$ cat src/rtl/dgr_pkg.sv
package dgr_pkg;
    localparam int NUM_DATA  = 4;
    localparam int NUM_CHIPS = 6;
    localparam int P_CHIP    = 4;
    localparam int Q_CHIP    = 5;
    localparam int IDX_W     = 3;

    typedef enum logic [1:0] {
        RS_DIRECT    = 2'd0,
        RS_REREAD_OK = 2'd1,
        RS_FIXED     = 2'd2,
        RS_UNFIXABLE = 2'd3
    } rd_status_e;

    typedef enum logic [2:0] {
        S_IDLE,
        S_HOLD,
        S_ISSUE,
        S_FETCH,
        S_RESP
    } rd_state_e;
endpackage

$ cat src/rtl/dgr_qsum.sv
// Plain and rotated XOR sums over the data symbols.
module dgr_qsum
    import dgr_pkg::*;
#(
    parameter int SYM_W = 8
) (
    input  logic [NUM_DATA*SYM_W-1:0] data,
    output logic [SYM_W-1:0]          psum,
    output logic [SYM_W-1:0]          qsum
);
    logic [SYM_W-1:0] rot [NUM_DATA];

    for (genvar i = 0; i < NUM_DATA; i++) begin : g_rot
        logic [2*SYM_W-1:0] dbl;
        assign dbl    = {data[i*SYM_W +: SYM_W], data[i*SYM_W +: SYM_W]};
        assign rot[i] = dbl[2*SYM_W-1-i -: SYM_W];
    end

    always_comb begin
        psum = '0;
        qsum = '0;
        for (int i = 0; i < NUM_DATA; i++) begin
            psum = psum ^ data[i*SYM_W +: SYM_W];
            qsum = qsum ^ rot[i];
        end
    end
endmodule

$ cat src/rtl/dgr_recon.sv
// Erasure rebuild of the busy chip plus a check with the redundancy left over.
module dgr_recon
    import dgr_pkg::*;
#(
    parameter int SYM_W = 8
) (
    input  logic [NUM_CHIPS*SYM_W-1:0] syms,
    input  logic                       miss_on,
    input  logic [IDX_W-1:0]           miss_idx,
    output logic [NUM_DATA*SYM_W-1:0]  data,
    output logic                       err
);
    localparam int DW = NUM_DATA*SYM_W;

    logic [SYM_W-1:0] par_sym, rot_sym, rebuilt, lane, acc;
    logic [SYM_W-1:0] psum, qsum;
    logic             chk_p, chk_q;

    assign par_sym = syms[P_CHIP*SYM_W +: SYM_W];
    assign rot_sym = syms[Q_CHIP*SYM_W +: SYM_W];

    always_comb begin
        acc = '0;
        for (int i = 0; i < NUM_DATA; i++) begin
            lane = syms[i*SYM_W +: SYM_W];
            if (miss_on && miss_idx == IDX_W'(i)) lane = '0;
            acc = acc ^ lane;
        end
        rebuilt = par_sym ^ acc;
        data = syms[DW-1:0];
        for (int i = 0; i < NUM_DATA; i++) begin
            if (miss_on && miss_idx == IDX_W'(i)) data[i*SYM_W +: SYM_W] = rebuilt;
        end
    end

    dgr_qsum #(.SYM_W(SYM_W)) u_sum (
        .data (data),
        .psum (psum),
        .qsum (qsum)
    );

    assign chk_p = !(miss_on && miss_idx == IDX_W'(P_CHIP));
    assign chk_q = !(miss_on && miss_idx == IDX_W'(Q_CHIP));
    assign err   = (chk_p && (psum != par_sym)) || (chk_q && (qsum != rot_sym));
endmodule

$ cat src/rtl/dgr_fix.sv
// Single-symbol corrector applied to a fully re-fetched block.
module dgr_fix
    import dgr_pkg::*;
#(
    parameter int SYM_W = 8
) (
    input  logic [NUM_CHIPS*SYM_W-1:0] syms,
    output logic [NUM_DATA*SYM_W-1:0]  data,
    output rd_status_e                 status
);
    localparam int DW = NUM_DATA*SYM_W;

    logic [SYM_W-1:0]    psum, qsum, sp, sq;
    logic [NUM_DATA-1:0] match;

    dgr_qsum #(.SYM_W(SYM_W)) u_sum (
        .data (syms[DW-1:0]),
        .psum (psum),
        .qsum (qsum)
    );

    assign sp = psum ^ syms[P_CHIP*SYM_W +: SYM_W];
    assign sq = qsum ^ syms[Q_CHIP*SYM_W +: SYM_W];

    for (genvar i = 0; i < NUM_DATA; i++) begin : g_loc
        logic [2*SYM_W-1:0] dbl;
        assign dbl      = {sp, sp};
        assign match[i] = (dbl[2*SYM_W-1-i -: SYM_W] == sq);
    end

    always_comb begin
        data   = syms[DW-1:0];
        status = RS_UNFIXABLE;
        if (sp == '0 && sq == '0) begin
            status = RS_REREAD_OK;
        end else if (sp != '0 && $countones(match) == 1) begin
            status = RS_FIXED;
            for (int i = 0; i < NUM_DATA; i++) begin
                if (match[i]) data[i*SYM_W +: SYM_W] = data[i*SYM_W +: SYM_W] ^ sp;
            end
        end
    end
endmodule

$ cat src/rtl/degraded_read_ctrl.sv
module degraded_read_ctrl
    import dgr_pkg::*;
#(
    parameter int SYM_W = 8
) (
    input  logic                       clk,
    input  logic                       rst_n,
    input  logic                       rsp_valid,
    output logic                       rsp_ready,
    input  logic [NUM_CHIPS*SYM_W-1:0] rsp_syms,
    input  logic                       rsp_rfsh_on,
    input  logic [IDX_W-1:0]           rsp_rfsh_idx,
    input  logic                       rfsh_done,
    output logic                       reread_req,
    input  logic                       rrd_valid,
    input  logic [NUM_CHIPS*SYM_W-1:0] rrd_syms,
    output logic                       out_valid,
    input  logic                       out_ready,
    output logic [NUM_DATA*SYM_W-1:0]  out_data,
    output logic [1:0]                 out_status
);
    localparam int DW = NUM_DATA*SYM_W;

    rd_state_e        state_q, state_d;
    logic [DW-1:0]    data_q;
    rd_status_e       stat_q;
    logic [DW-1:0]    rec_data, fix_data;
    logic             rec_err, chip_busy, accept;
    rd_status_e       fix_stat;

    dgr_recon #(.SYM_W(SYM_W)) u_recon (
        .syms     (rsp_syms),
        .miss_on  (rsp_rfsh_on),
        .miss_idx (rsp_rfsh_idx),
        .data     (rec_data),
        .err      (rec_err)
    );

    dgr_fix #(.SYM_W(SYM_W)) u_fix (
        .syms   (rrd_syms),
        .data   (fix_data),
        .status (fix_stat)
    );

    assign chip_busy = rsp_rfsh_on && (rsp_rfsh_idx < IDX_W'(NUM_CHIPS));
    assign accept    = rsp_valid && (state_q == S_IDLE);

    always_comb begin
        state_d = state_q;
        unique case (state_q)
            S_IDLE:  if (rsp_valid) state_d = !rec_err ? S_RESP : (chip_busy ? S_HOLD : S_ISSUE);
            S_HOLD:  if (rfsh_done) state_d = S_ISSUE;
            S_ISSUE: state_d = S_FETCH;
            S_FETCH: if (rrd_valid) state_d = S_RESP;
            S_RESP:  if (out_ready) state_d = S_IDLE;
            default: state_d = S_IDLE;
        endcase
    end

    always_ff @(posedge clk) begin
        if (!rst_n) state_q <= S_IDLE;
        else        state_q <= state_d;
    end

    always_ff @(posedge clk) begin
        if (!rst_n) begin
            data_q <= '0;
            stat_q <= RS_DIRECT;
        end else if (accept) begin
            data_q <= rec_data;
            stat_q <= RS_DIRECT;
        end else if (state_q == S_FETCH && rrd_valid) begin
            data_q <= fix_data;
            stat_q <= fix_stat;
        end
    end

    always_comb begin
        rsp_ready  = (state_q == S_IDLE);
        reread_req = (state_q == S_ISSUE);
        out_valid  = (state_q == S_RESP);
        out_data   = data_q;
        out_status = stat_q;
    end
endmodule

$ cat config.mk
export PLATFORM = sky130hd
export DESIGN_NAME = degraded_read_ctrl
export DESIGN_NICKNAME = d
export VERILOG_FILES = /design/src/rtl/dgr_pkg.sv /design/src/rtl/dgr_qsum.sv /design/src/rtl/dgr_recon.sv /design/src/rtl/dgr_fix.sv /design/src/rtl/degraded_read_ctrl.sv
export SDC_FILE = /design/constraint.sdc
export NUM_CORES = 1
export LEC_CHECK = 0
export BUFFER_PORTS_ARGS = -buffer_cell sky130_fd_sc_hd__buf_2
export CAP_MARGIN = 10
export CORE_MARGIN = 5
export CORE_UTILIZATION = 45
export CTS_CLUSTER_DIAMETER = 80
export DETAILED_ROUTE_END_ITERATION = 8
export GPL_ROUTABILITY_DRIVEN = 0
export PLACE_DENSITY_LB_ADDON = 0.3
export SLEW_MARGIN = 20
export SYNTH_ARGS = -nofsm -noshare
export SYNTH_HDL_FRONTEND = slang
export SYNTH_SLANG_ARGS = --single-unit
$ cat constraint.sdc
create_clock -name clk -period 14.3 [get_ports clk]
set_input_delay 2.86 -clock clk [delete_from_list [all_inputs] [get_ports clk]]
set_output_delay 2.86 -clock clk [all_outputs]
set_load 0.005 [all_outputs]
Yosys cells after proc, flatten, opt, wreduce, memory -nomap -nowiden
Cells that the tools add are included.
{"block": "totals", "register_bits": 37, "in_bits": 106, "out_inout_bits": 37, "wordCells": 99}
{"block": "classes", "add_sub_neg": 3, "magnitude_cmp": 1, "n_eq_ne": 20, "mux": 25, "bitwise": 23, "n_reduce_logical": 24}
{"op": "bitwise XOR 8 bit", "count": 22}
{"op": "two-way mux 32 bit", "count": 4}
{"op": "two-way mux 8 bit", "count": 12}
{"op": "adder 32 bit", "count": 1}
{"op": "equality test 32 x 2 -> 1 bit, second input constant", "count": 1}
{"op": "equality test 8 bit", "count": 4}
{"op": "logical NOT 8 bit", "count": 2}
{"op": "inequality test 8 bit", "count": 2}
{"op": "two-way mux 3 bit", "count": 5}
{"op": "case mux 3 bit (5 select lines)", "count": 1}
{"op": "logical AND 1 bit", "count": 13}
{"op": "equality test 3 x 2 -> 1 bit, second input constant", "count": 4}
{"op": "equality test 3 bit, second input constant", "count": 3}
{"op": "nonzero test 8 bit", "count": 1}
{"op": "equality test 3 x 1 -> 1 bit, second input constant", "count": 2}
{"op": "logical NOT 3 bit", "count": 2}
{"op": "inequality test 2 bit, second input constant", "count": 3}
{"op": "adder 1 x 1 -> 2 bit", "count": 2}
{"op": "two-way mux 2 bit", "count": 2}
{"op": "AND reduction 4 bit", "count": 1}
{"op": "< comparator 3 bit, second input constant", "count": 1}
{"op": "logical NOT 1 bit", "count": 2}
{"op": "inequality test 2 x 1 -> 1 bit, second input constant", "count": 1}
{"op": "nonzero test 2 bit", "count": 1}
{"op": "4 further kinds", "count": 4}

Longest topological paths before layout
Gate-level depths: netlist of the first run.
{"block": "depth", "word_depth": 17, "depth_mapped": 14, "mapped_depth_nobuf": 14}

Cells and area by module
Synthesis of the first run repeated with hierarchy kept, for this count alone.
{"block": "hier_totals", "hier_cells": 614, "hier_area_um2": 5190.0}
{"module": "degraded_read_ctrl", "instances": 1, "cells_per_inst": 225, "area_each_um2": 2053.2, "seq_area_each_um2": 740.7}
{"module": "dgr_fix", "instances": 1, "cells_per_inst": 144, "area_each_um2": 1189.9, "seq_area_each_um2": 0.0}
{"module": "dgr_recon", "instances": 1, "cells_per_inst": 149, "area_each_um2": 1106.1, "seq_area_each_um2": 0.0}
{"module": "dgr_qsum", "instances": 2, "cells_per_inst": 48, "area_each_um2": 420.4, "seq_area_each_um2": 0.0}

Least setup slack after synthesis of the first run
Ideal clock, no wire load.
{"block": "synth_timing", "path_kind": "in2reg", "from": "in rrd_syms[33]", "to": "reg data_q[0] (netlist: out_data[0])", "t_arrival_ns": 6.590, "required_ns": 14.185, "path_slack_ns": 7.595, "stages": 14, "n_path_buf": 0, "cell_sequence": "xnor3_1 > xnor2_1 > xnor2_1 > nand4_1 > nor4_1 > ha_1 > ha_1 > fa_1 > nor3b_1 > nand2b_1 > nor2_1 > xnor2_1 > o221ai_1 > and2_1"}
{"block": "synth_via", "elab_chain_cells": 10, "word_cells_on_any_way": 18, "cone_classes": "add/sub: 3; eq/ne: 5; mux: 5; bitwise: 1; reduce/logical: 4"}
{"item": "start: declaration", "line_no": "degraded_read_ctrl.sv:16", "text": "input logic [NUM_CHIPS*SYM_W-1:0] rrd_syms,"}
{"item": "bitwise XOR 8 bit *", "line_no": "dgr_fix.sv:22", "text": "assign sp = psum ^ syms[P_CHIP*SYM_W +: SYM_W];"}
{"item": "equality test 8 bit", "line_no": "dgr_fix.sv:28", "text": "assign match[i] = (dbl[2*SYM_W-1-i -: SYM_W] == sq);"}
{"item": "adder 1 x 1 -> 2 bit (not written as such)", "line_no": "dgr_fix.sv:36", "text": "end else if (sp != '0 && $countones(match) == 1) begin"}
{"item": "adder 32 bit (not written as such)", "line_no": "dgr_fix.sv:36"}
{"item": "equality test 32 x 2 -> 1 bit", "line_no": "dgr_fix.sv:36"}
{"item": "logical AND 1 bit", "line_no": "dgr_fix.sv:36"}
{"item": "two-way mux 32 bit", "line_no": "dgr_fix.sv:36"}
{"item": "two-way mux 32 bit *", "line_no": "dgr_fix.sv:34", "text": "if (sp == '0 && sq == '0) begin"}
{"item": "two-way mux 32 bit *", "line_no": "degraded_read_ctrl.sv:72", "text": "end else if (state_q == S_FETCH && rrd_valid) begin"}
{"item": "two-way mux 32 bit *", "line_no": "degraded_read_ctrl.sv:69", "text": "end else if (accept) begin"}
{"item": "end signal: assignment", "line_no": "degraded_read_ctrl.sv:70", "text": "data_q <= rec_data;"}
{"item": "end signal: assignment", "line_no": "degraded_read_ctrl.sv:73", "text": "data_q <= fix_data;"}
{"item": "end: declaration", "line_no": "degraded_read_ctrl.sv:25", "text": "logic [DW-1:0] data_q;"}
Every way passes the cells marked *; elsewhere a longest branch is shown, timed or not. The select of a mux whose other input is x is not followed.
A chain may end at the register's enable or synchronous reset.

Worst setup path after layout of the first run
{"block": "layout_timing", "from": "in rrd_syms[11]", "to": "reg data_q[2] (netlist: out_data[2])"}
{"block": "layout_via", "elab_chain_cells": 13, "word_cells_on_any_way": 26, "cone_classes": "add/sub: 3; eq/ne: 5; mux: 5; bitwise: 8; reduce/logical: 5"}
{"item": "bitwise XOR 8 bit (on tied branches) (3 in a row)", "line_no": "dgr_qsum.sv:23, dgr_qsum.sv:24"}
{"item": "bitwise XOR 8 bit (on tied branches)", "line_no": "dgr_fix.sv:22, dgr_fix.sv:23"}
{"item": "equality test 8 bit", "line_no": "dgr_fix.sv:28"}
{"item": "adder 1 x 1 -> 2 bit (not written as such)", "line_no": "dgr_fix.sv:36"}
{"item": "adder 32 bit (not written as such)", "line_no": "dgr_fix.sv:36"}
{"item": "equality test 32 x 2 -> 1 bit", "line_no": "dgr_fix.sv:36"}
{"item": "logical AND 1 bit", "line_no": "dgr_fix.sv:36"}
{"item": "two-way mux 32 bit", "line_no": "dgr_fix.sv:36"}
{"item": "two-way mux 32 bit *", "line_no": "dgr_fix.sv:34"}
{"item": "two-way mux 32 bit *", "line_no": "degraded_read_ctrl.sv:72"}
{"item": "two-way mux 32 bit *", "line_no": "degraded_read_ctrl.sv:69"}
Marked as above.

==> results of run 1 <==
[routing by layer]
layer	wire length (microns)	vias up
li1	-	2740
met1	8590	2662
met2	8370	242
met3	1480	21
met4	303	0
met5	0	-
[power breakdown]
part           internal [uW]  switching, uW
Sequential               127           21.8
Clock                   64.1           45.2
Combinational            180            208
Total                    371            275
[sequential cells by signal (all words and copies together), names as in the netlist]
register    flops
out_data       32
out_status      2
state_q         3
[cells in the final DEF, fill, tap and decap left out, types with 22 or more instances in the layout]
master / count
xor2_1: 44
nor2_1: 56
and2_1: 37
xnor3_1: 24
o21ai_0: 26
buf_2: 142
nand2_1: 54
o221ai_1: 22
xnor2_1: 149
dfxtp_1: 37
[area by class of cell]
type	instances	area (sq um)	area share
clock buffer	6	129	0.0189
clock inverter	2	10.0	0.00147
inverter	9	33.8	0.00495
multi-input combinational	626	4950	0.725
sequential	37	741	0.109
tap	172	215	0.0315
timing repair buffer	147	748	0.110
[path summary, 6_finish.rpt]
path,from,to,slack [ps],cells after the start
worst max-delay path,rrd_syms[11],out_data[2]$_SDFFE_PN0P_,6810,15
worst max register to register,state_q[1]$_SDFFE_PN0P_,out_data[18]$_SDFFE_PN0P_,12000,7
worst min-delay path,out_status[1]$_SDFFE_PP0P_,out_status[1]$_SDFFE_PP0P_,510,2
worst min register to register,out_status[1]$_SDFFE_PP0P_,out_status[1]$_SDFFE_PP0P_,510,2
[critical path, stage by stage]
cell	delay, ps
buf_2	140
xnor3_1	430
xnor2_1	640
xnor2_1	200
nand4_1	120
nor4_1	460
ha_1	320
ha_1	200
fa_1	470
nor3b_1	850
nand2b_1	270
nor2_1	190
xnor2_1	170
o221ai_1	150
and2_1	190
[cells by family (layout without fill, tap and decap cells)]
group                      count (synthesis)  count (layout)
xor gates and xnor gates                 220             220
and+or+nand+nor                          253             253
buffers and inverters                     51             164
muxes                                     26              26
adders and majority gates                  4               4
AOI/OAI and AO/OA                        123             123
DFF                                       37              37
[through the flow]
step,power (uW),std cells,util,worst slack (ps),instance area [sq um]
final,647,999,0.536,6810,6820
after global routing,693,999,0.536,6470,6820
after CTS,644,999,0.536,6860,6820
after detailed placement,535,991,0.525,6580,6680
after global placement,532,991,0.525,6690,6680
after floorplan,427,714,-,7590,5900
==> results.md, run 1 <==
* Run status: finished clean
* Number of vias per cell at 5.67
* Critical path required time at 14470 ps
* Vias post-DR at 5665
* Prevailing post-synth register cell: dfxtp_1
* Mapped Area at 0.00590 sq mm
* Die W at 124 microns
* Power per Cell Area at 94.8 mW/mm^2
* Post-DP HPWL at 15.1 mm
* Pleak at 0.00278 uW
* Mapped Cells at 714
* Rows at 41
* Slew HR at 0.316
* Synth cell types at 77
* Top-area cell type share of the netlist area at 0.221
* Final setup viols at 0
* Root Buffer: clkbuf_16
* Core ar. at 0.0127 sq mm
* Wire per inst at 18.8 microns
* XOR/XNOR Fraction of Synth Area at 0.389
* Post-route ant nets at 0
* Post-synth EDFFs at 0
* CTS H-tree lvls at 2
* Ant diodes at 0
* Area added between synthesis and finish at 15.7%
* Layout Skew at 5.83 ps
* Worst Path Max Fanout at 9
* Pins Over Slew Limit at 0
* Clock latency on the worst-skew pair at 280 ps
* Post-cts resize count at 0
* Synth Warn # at 0
* Yosys reg bits at 37
* GR peak layer: met2
* Initial antenna violation count at 0
* Hold-fix buffers at CTS at 0
* CP arrival at 7660 ps
* CP endpoint kind: register
* Global-route wire length before repair at 29.9 mm
* GRT Overall Usage at 0.234
* Sequential-to-total area share from yosys stat at 0.126
* Share of cells above drive strength 1 at 0.220
* Clk buf depth at 2
* Final hold slack at 506 ps
* Met1 Use GR at 0.337
* Most area-hungry cell type in the Yosys netlist: xnor2_1
* # IOs at 143
* Number of global-route vias before repair at 5487
* Slew @ Worst Pin at 1020 ps
* Fraction of registers with async set or reset after synthesis at 0
* Grt total ovfl at 0
* Synth Area in Compound Gates at 0.158
* Fin. Hold Viols at 0
* Synth cell count leaders: xnor2_1, nor2_1, nand2_1, xor2_1
* Drt pass-1 iters at 5
* DRC viols at 0
* NumNets Final at 936
* Syn_nets at 824
* RSZ-0062 raised after global routing: no
* Die Y at 124 microns
* Final wirelength at 18.7 mm
* Setup tns final at 0 ps
* # fillers at 1283
* Synthesized area per cell at 8.26 sq um
* Multiplexer share of the synthesized area at 0.0465
* Clock sinks at 37
* DR iter-0 viols at 481
* Initial Util at 0.463
* Max Clk Rate at 0.134 GHz
* Synth area leaders: xnor2_1, dfxtp_1, xnor3_1
* Postcts setup bufs at 0
* Largest net degree at the start of global routing at 38
* Type of origin of the critical path: input pin
* Max VDD drop at 0.0605 mV
* Max-cap violation count at 0
* Port Buf Inserts at 142
* Period Utilization, post-route at 0.524
* Adder-cell share of the synthesized area at 0.00976
* Clock-pin slew on the worst setup and hold paths at 60 ps
* Cts bufs inserted at 5
* Most common cell in the netlist: xnor2_1
* Die ar. at 0.0155 sq mm
* Setup CP Type: in -> reg
* Met2 usage at 0.369
* Min cycle time layout at 7490 ps
* M3 GR Usage at 0.0399
* Post-Synth Simple-Gate Area at 0.235
* CTS tree: done
* Largest family of logic cells by synthesized area: XOR/XNOR gates
* Hold Crit Class: reg -> reg
(Power assumes the default switching activity.)
==> inputs of run 2 (changes only) <==
==> constraint.sdc (replaced) <==
create_clock -name clk -period 6.3 [get_ports clk]
set_input_delay 1.26 -clock clk [delete_from_list [all_inputs] [get_ports clk]]
set_output_delay 1.26 -clock clk [all_outputs]
set_load 0.005 [all_outputs]
==> run 2 against run 1 <==
  * Flip-flop and latch count unchanged
  * Worst hold slack got worse by 2.7 ps
  * Routed wire length increased by 0.37%
  * Critical path type unchanged
  * Critical endpoint is now out_data[31]$_SDFFE_PN0P_
==> results.md, run 2 (synthesis gave the netlist of run 1 again) <==
* Run status: finished clean
* Cell mode on critical path: xnor2_1
* Postcts setup bufs at 0 (unchanged)
* Hold-fix buffers at CTS at 0 (unchanged)
* Max Clk Rate at 0.188 GHz
* Global-route wire length before repair at 29.7 mm (-0.53%)
* Die W at 124 microns (unchanged)
* Max-cap violation count at 0 (unchanged)
* Pwr Total at 1530 uW (+140%)
* Clk buf depth at 2 (unchanged)
* Number of global-route vias before repair at 5518 (+0.56%)
* Ant diodes at 0 (unchanged)
* Fin. Hold Viols at 0 (unchanged)
* Pleak at 0.00281 uW (+1.2%)
* CP arrival at 5490 ps (-2170 ps)
* CP cell instances: buf_2 -> xnor3_1 -> xnor2_1 -> xnor2_1 -> nand4_1 -> nor4_1 -> ha_1 -> ha_1 -> fa_1 -> nor3b_1 -> buf_4 -> nand2b_1 -> nor2_1 -> xnor2_1 -> o221ai_1 -> and2_1
* Post-DP HPWL at 15.2 mm (+0.90%)
* Wire per inst at 18.8 microns (about the same)
* Root Buffer: clkbuf_16
* Multi-input logic area at 0.00495 sq mm (unchanged)
* Layout Skew at 7.07 ps (+1.24 ps)
* RSZ-0062 raised after global routing: no
* Slew HR at 0.358 (+0.0415)
* Power per Cell Area at 222 mW/mm^2 (+130%)
* Period Utilization, post-route at 0.843
* Cts bufs inserted at 5 (unchanged)
* Initial antenna violation count at 1 (+1)
* Final setup viols at 0 (unchanged)
* Initial Util at 0.463 (unchanged)
* CTS H-tree lvls at 2 (unchanged)
* # IOs at 143 (unchanged)
* Max VDD drop at 0.156 mV (+160%)
* Hold Crit Class: reg -> reg
* Most frequent cells in the layout: xnor2_1, buf_2, nor2_1
* # fillers at 1248 (-2.7%)
* CP endpoint kind: register
* CTS tree: done
* Die ar. at 0.0155 sq mm (unchanged)
* Pins Over Slew Limit at 0 (unchanged)
* Post-cts resize count at 0 (unchanged)
* Worst Path Buf+Inv at 2 (+1)
* Type of origin of the critical path: input pin
* CP max stage cell: xnor2_1
* Post-route ant nets at 0 (unchanged)
* Commonest non-fill, non-tap cell in the layout: xnor2_1
* Worst Path Max Fanout at 8 (-1)
* GRT Overall Usage at 0.231 (-0.00368)
* Final wirelength at 18.8 mm (+0.37%)
* DR iter-0 viols at 490 (+1.9%)
* Critical path required time at 6480 ps (-7990 ps)
* Drt pass-1 iters at 5 (unchanged)
* Share of cells above drive strength 1 at 0.225 (+0.00496)
* Setup tns final at 0 ps (unchanged)
* Max FFs per register at 32 (unchanged)
* Slowest stage delay, CP at 600 ps (-250 ps)
* Number of vias per cell at 5.72 (+0.85%)
* Rows at 41 (unchanged)
* NumNets Final at 940 (+0.43%)
* Core ar. at 0.0127 sq mm (unchanged)
* Grt total ovfl at 0 (unchanged)
* Area added between synthesis and finish at 16.9%
* Vias post-DR at 5736 (+1.3%)
* Die Y at 124 microns (unchanged)
* Min cycle time layout at 5310 ps
* Register area at 741 sq um (unchanged)
* Slew @ Worst Pin at 939 ps (-84.3 ps)
* Clock latency on the worst-skew pair at 280 ps (about the same)
* Clock sinks at 37 (unchanged)
* Crit path max-delay family: simple AND/OR/NAND/NOR gates
* DRC viols at 0 (unchanged)
* Clock-pin slew on the worst setup and hold paths at 60 ps (about the same)
* Port Buf Inserts at 142 (unchanged)
* Setup CP Type: in -> reg
* Largest net degree at the start of global routing at 38 (unchanged)
==> run 2: area by class of cell <==
class	instances	area share
multi-input cells	626	0.718
repair buffers	151	0.113
flip-flops and latches	37	0.107
well taps	172	0.0312
clock buffers	6	0.0202
clock inverters	2	0.00545
inverters	9	0.00490
==> run 2: report_power, final <==
group          total, uW  internal [uW]  switching, uW
Clock                298            198            100
Sequential           336            289           47.8
Combinational        894            417            477
Total               1530            903            625
==> run 2: stage by stage <==
stage	hold slack, ps	worst slack, ps	utilization	area [sq um]	cells
after floorplan	491	1190	-	5900	714
after CTS	502	1020	0.542	6890	1003
final	504	986	0.542	6890	1003
after global placement	491	773	0.528	6710	995
after global routing	521	696	0.542	6890	1003
after detailed placement	494	749	0.528	6710	995
==> run 2: routing by layer <==
metal | up-vias | part of all wire | global-route usage
li1 | 2744 | - | -
met1 | 2701 | 0.45 | 0.329
met2 | 268 | 0.45 | 0.370
met3 | 21 | 0.080 | 0.0360
met4 | 2 | 0.015 | 0.0438
met5 | - | 0.00069 | 0
==> run 2: path summary, 6_finish.rpt <==
kind | depth (start not counted) | startpoint | slack [ps] | endpoint
max | 16 | rrd_syms[1] | 990 | out_data[31]$_SDFFE_PN0P_
min | 2 | out_status[1]$_SDFFE_PP0P_ | 500 | out_status[1]$_SDFFE_PP0P_
max reg2reg | 7 | state_q[1]$_SDFFE_PN0P_ | 3970 | out_data[6]$_SDFFE_PN0P_
min reg2reg | 2 | out_status[1]$_SDFFE_PP0P_ | 500 | out_status[1]$_SDFFE_PP0P_
==> run 2: tightest hold or removal path, stage by stage (launching register included) <==
cell and delay [ps]:
dfxtp_1 310, nor2_1 100, nor3_1 50
==> inputs of run 3 (changes only) <==
--- a/config.mk
+++ b/config.mk
@@ -5,6 +5,7 @@
 export SDC_FILE = /design/constraint.sdc
 export NUM_CORES = 1
 export LEC_CHECK = 0
+export ABC_AREA = 1
 export BUFFER_PORTS_ARGS = -buffer_cell sky130_fd_sc_hd__buf_2
 export CAP_MARGIN = 10
 export CORE_MARGIN = 5
==> constraint.sdc (replaced) <==
create_clock -name clk -period 4.5 [get_ports clk]
set_input_delay 0.9 -clock clk [delete_from_list [all_inputs] [get_ports clk]]
set_output_delay 0.9 -clock clk [all_outputs]
set_load 0.005 [all_outputs]
==> run 3 against run 2 <==
  * Critical path depth up 3
  * Sequential power grew 40%
  * Sequential share of layout area shrank 0.25 points
  * Worst setup slack worse by 740 ps
  * Largest cell class unchanged
  * Highest routed layer is now met4
==> results.md, run 3 <==
* Run status: finished clean
* WL met2 at 8.39 mm (-1.3%)
* Sw frac at 0.454 (+0.0447)
* Ant diodes at 0 (unchanged)
* Synth cell types at 35 (-55%)
* Sequential-to-total area share from yosys stat at 0.129 (+0.00382)
* Top-area cell type share of the netlist area at 0.293 (+0.0719)
* NumNets Final at 1308 (+39%)
* Die W at 123 microns (-1.4%)
* Type of origin of the critical path: input pin
* Grt total ovfl at 0 (unchanged)
* Comb pwr share at 0.605 (+0.020)
* Cts bufs inserted at 5 (unchanged)
* Global-route wire length before repair at 29.3 mm (-1.4%)
* Synth area leaders: nand2_1, xnor2_1, dfxtp_1
* Met1 Wirelength at 8.47 mm (-0.48%)
* Yosys reg bits at 37 (unchanged)
* Slew @ Worst Pin at 1030 ps (+90.3 ps)
* Hold path depth at 2 (unchanged)
* Vias post-DR at 6799 (+19%)
* Drt pass-1 iters at 5 (unchanged)
* Wire per inst at 13.4 microns (-28%)
* Commonest non-fill, non-tap cell in the layout: nand2_1
* Power per Cell Area at 289 mW/mm^2 (+30%)
* Root Buffer: clkbuf_16
* Rows at 41 (unchanged)
* Max FFs per register at 32 (unchanged)
* CP endpoint kind: register
* Pwr Total at 2040 uW (+34%)
* Synth Warn # at 0 (unchanged)
* DR top layer: met4
* Design area at 0.00705 sq mm (+2.3%)
* Pins Over Slew Limit at 0 (unchanged)
* Reg2Reg Depth at 9 (+2)
* R2r setup slk at 2240 ps (-1730 ps)
* # fillers at 1318 (+5.6%)
* Initial antenna violation count at 0 (-1)
* Initial Util at 0.455 (-0.00816)
* Final wirelength at 18.4 mm (-2.2%)
* Met3 wire length at 1.21 mm (-20%)
* Clock-pin slew on the worst setup and hold paths at 50 ps (about the same)
* Clock sinks at 37 (unchanged)
* Max-cap violation count at 0 (unchanged)
* Fraction of registers with async set or reset after synthesis at 0 (unchanged)
* Most frequent cells in the layout: nand2_1, buf_2, inv_1
* Max Clk Rate at 0.235 GHz
* Flop pwr share at 0.231 (+0.011)
* Number of global-route vias before repair at 6081 (+10%)
* CTS tree: done
* Critical path required time at 4690 ps (-1790 ps)
* Mapped Area at 0.00572 sq mm (-2.9%)
* Area added between synthesis and finish at 23.2%
* GRT Overall Usage at 0.242 (+0.0114)
* Most common cell in the netlist: nand2_1
* Max VDD drop at 0.150 mV (-3.7%)
* Clock share of power at 0.164 (-0.031)
* Most area-hungry cell type in the Yosys netlist: nand2_1
* # IOs at 143 (unchanged)
* Layout Skew at 4.26 ps (-2.81 ps)
* Inst Count DP at 1362 (+37%)
* CTS H-tree lvls at 2 (unchanged)
* Synthesized area per cell at 5.59 sq um (-32%)
* Min cycle time layout at 4250 ps
* Post-route ant nets at 0 (unchanged)
* Final hold slack at 487 ps (-16.1 ps)
* RSZ-0062 raised after global routing: no
* Die Y at 123 microns (-1.4%)
* Post-synth EDFFs at 0 (unchanged)
* Clock latency on the worst-skew pair at 280 ps (about the same)
* Setup tns final at 0 ps (unchanged)
* Post-DP HPWL at 15.3 mm (+0.66%)
* Hold Crit Class: reg -> reg
* Clk buf depth at 2 (unchanged)
* Slew HR at 0.313 (-0.0448)
* Finished Layout Cells at 1371 (+37%)
* Synth cell count leaders: nand2_1, inv_1, nand3_1, xnor2_1, nor2_1
* Die ar. at 0.0151 sq mm (-2.7%)
* Final setup viols at 0 (unchanged)
* CP arrival at 4440 ps (-1050 ps)
* Setup CP Type: in -> reg
* Syn_nets at 1134 (+38%)
* DRC viols at 0 (unchanged)
* Post-DP Area at 0.00687 sq mm (+2.3%)
* Hold-fix buffers at CTS at 0 (unchanged)
* Prevailing post-synth register cell: dfxtp_1
* Switch Pwr at 926 uW (+48%)
* Worst Path Max Fanout at 9 (+1)
* DR iter-0 viols at 495 (+1.0%)
* Number of vias per cell at 4.96 (-13%)
* Largest net degree at the start of global routing at 34 (-11%)
* Fin. Hold Viols at 0 (unchanged)
* Internal power at 1110 uW (+23%)
* Mapped Cells at 1024 (+43%)
* Share of cells above drive strength 1 at 0.216 (-0.00902)
* Pleak at 0.00376 uW (+34%)
* Port Buf Inserts at 142 (unchanged)
* Period Utilization, post-route at 0.945
* Core ar. at 0.0126 sq mm (-1.2%)
-- run 3: changes by cell type after synthesis, sizes merged, moves of 19 or more --
cell    before  now
xor2        45   12
nand3       17  108
xnor2      149  106
o221ai      22    0
clkbuf      31   12
xnor3       25    0
nand2       54  474
o21ai       28    6
and2        39    0
inv          9  117
a31oi        2   33
-- run 3: repair_timing --
action | in CTS | in global routing
gates resized for setup | 0 | 6
setup endpoints to repair | 0 | 24
setup buffers | 0 | 1
-- run 3: area by class of cell --
cell class	count	area, sq um	area share
clock buffer	8	136	0.0193
multi-input combinational	852	4490	0.636
inverter	117	439	0.0623
timing repair buffer	185	1030	0.147
sequential	37	741	0.105
tap	172	215	0.0305
-- run 3: logic make-up (layout without fill, tap and decap cells) --
| group | Yosys count | count (layout) | synth area share |
|---|---|---|---|
| fa+ha+maj | 4 | 4 | 0.0101 |
| xor+xnor | 118 | 118 | 0.194 |
| simple gates | 674 | 674 | 0.515 |
| flops | 37 | 37 | 0.129 |
| buf+inv | 135 | 310 | 0.0934 |
| compound gates | 56 | 56 | 0.0579 |
-- run 3: worst max-delay path: stages --
cell,delay (ps)
buf_2,110
buf_4,140
xnor2_1,140
xnor2_1,420
buf_4,200
xor2_1,150
nand4_1,170
nor2_1,150
ha_1,250
ha_1,220
fa_1,470
nor2_1,130
nand3b_1,80
buf_4,180
nor2_1,230
nand2_1,110
xnor2_1,170
nand2_1,70
a31oi_1,150
-- run 3: per-layer routing --
metal,vias to the layer above,GRT usage
li1,3548,-
met1,2981,0.334
met2,246,0.399
met3,24,0.0249
met4,0,0.0707
met5,-,0
-- run 3: per-stage QoR --
| step | worst slack (ps) | util |
|---|---|---|
| finish | 247 | 0.561 |
| global route | 7.58 | 0.561 |
| CTS | 218 | 0.557 |
| detailed placement | -42.0 | 0.547 |
| global placement | -25.5 | 0.547 |
| floorplan | 442 | - |
-- run 3: worst paths after layout --
path | start | end
max | rrd_syms[28] | out_data[8]$_SDFFE_PN0P_
min | out_data[24]$_SDFFE_PN0P_ | out_data[24]$_SDFFE_PN0P_
max reg2reg | state_q[2]$_SDFFE_PN0P_ | out_data[8]$_SDFFE_PN0P_
min reg2reg | out_data[24]$_SDFFE_PN0P_ | out_data[24]$_SDFFE_PN0P_
-- run 3: power by group through the flow --
| stage | combinational [uW] | clock, uW | sequential [uW] |
|---|---|---|---|
| floorplan | 798 | 0 | 464 |
| global placement | 1200 | 0 | 477 |
| detailed placement | 1210 | 0 | 475 |
| CTS | 1210 | 336 | 471 |
| global route | 1380 | 351 | 480 |
| finish | 1230 | 334 | 472 |
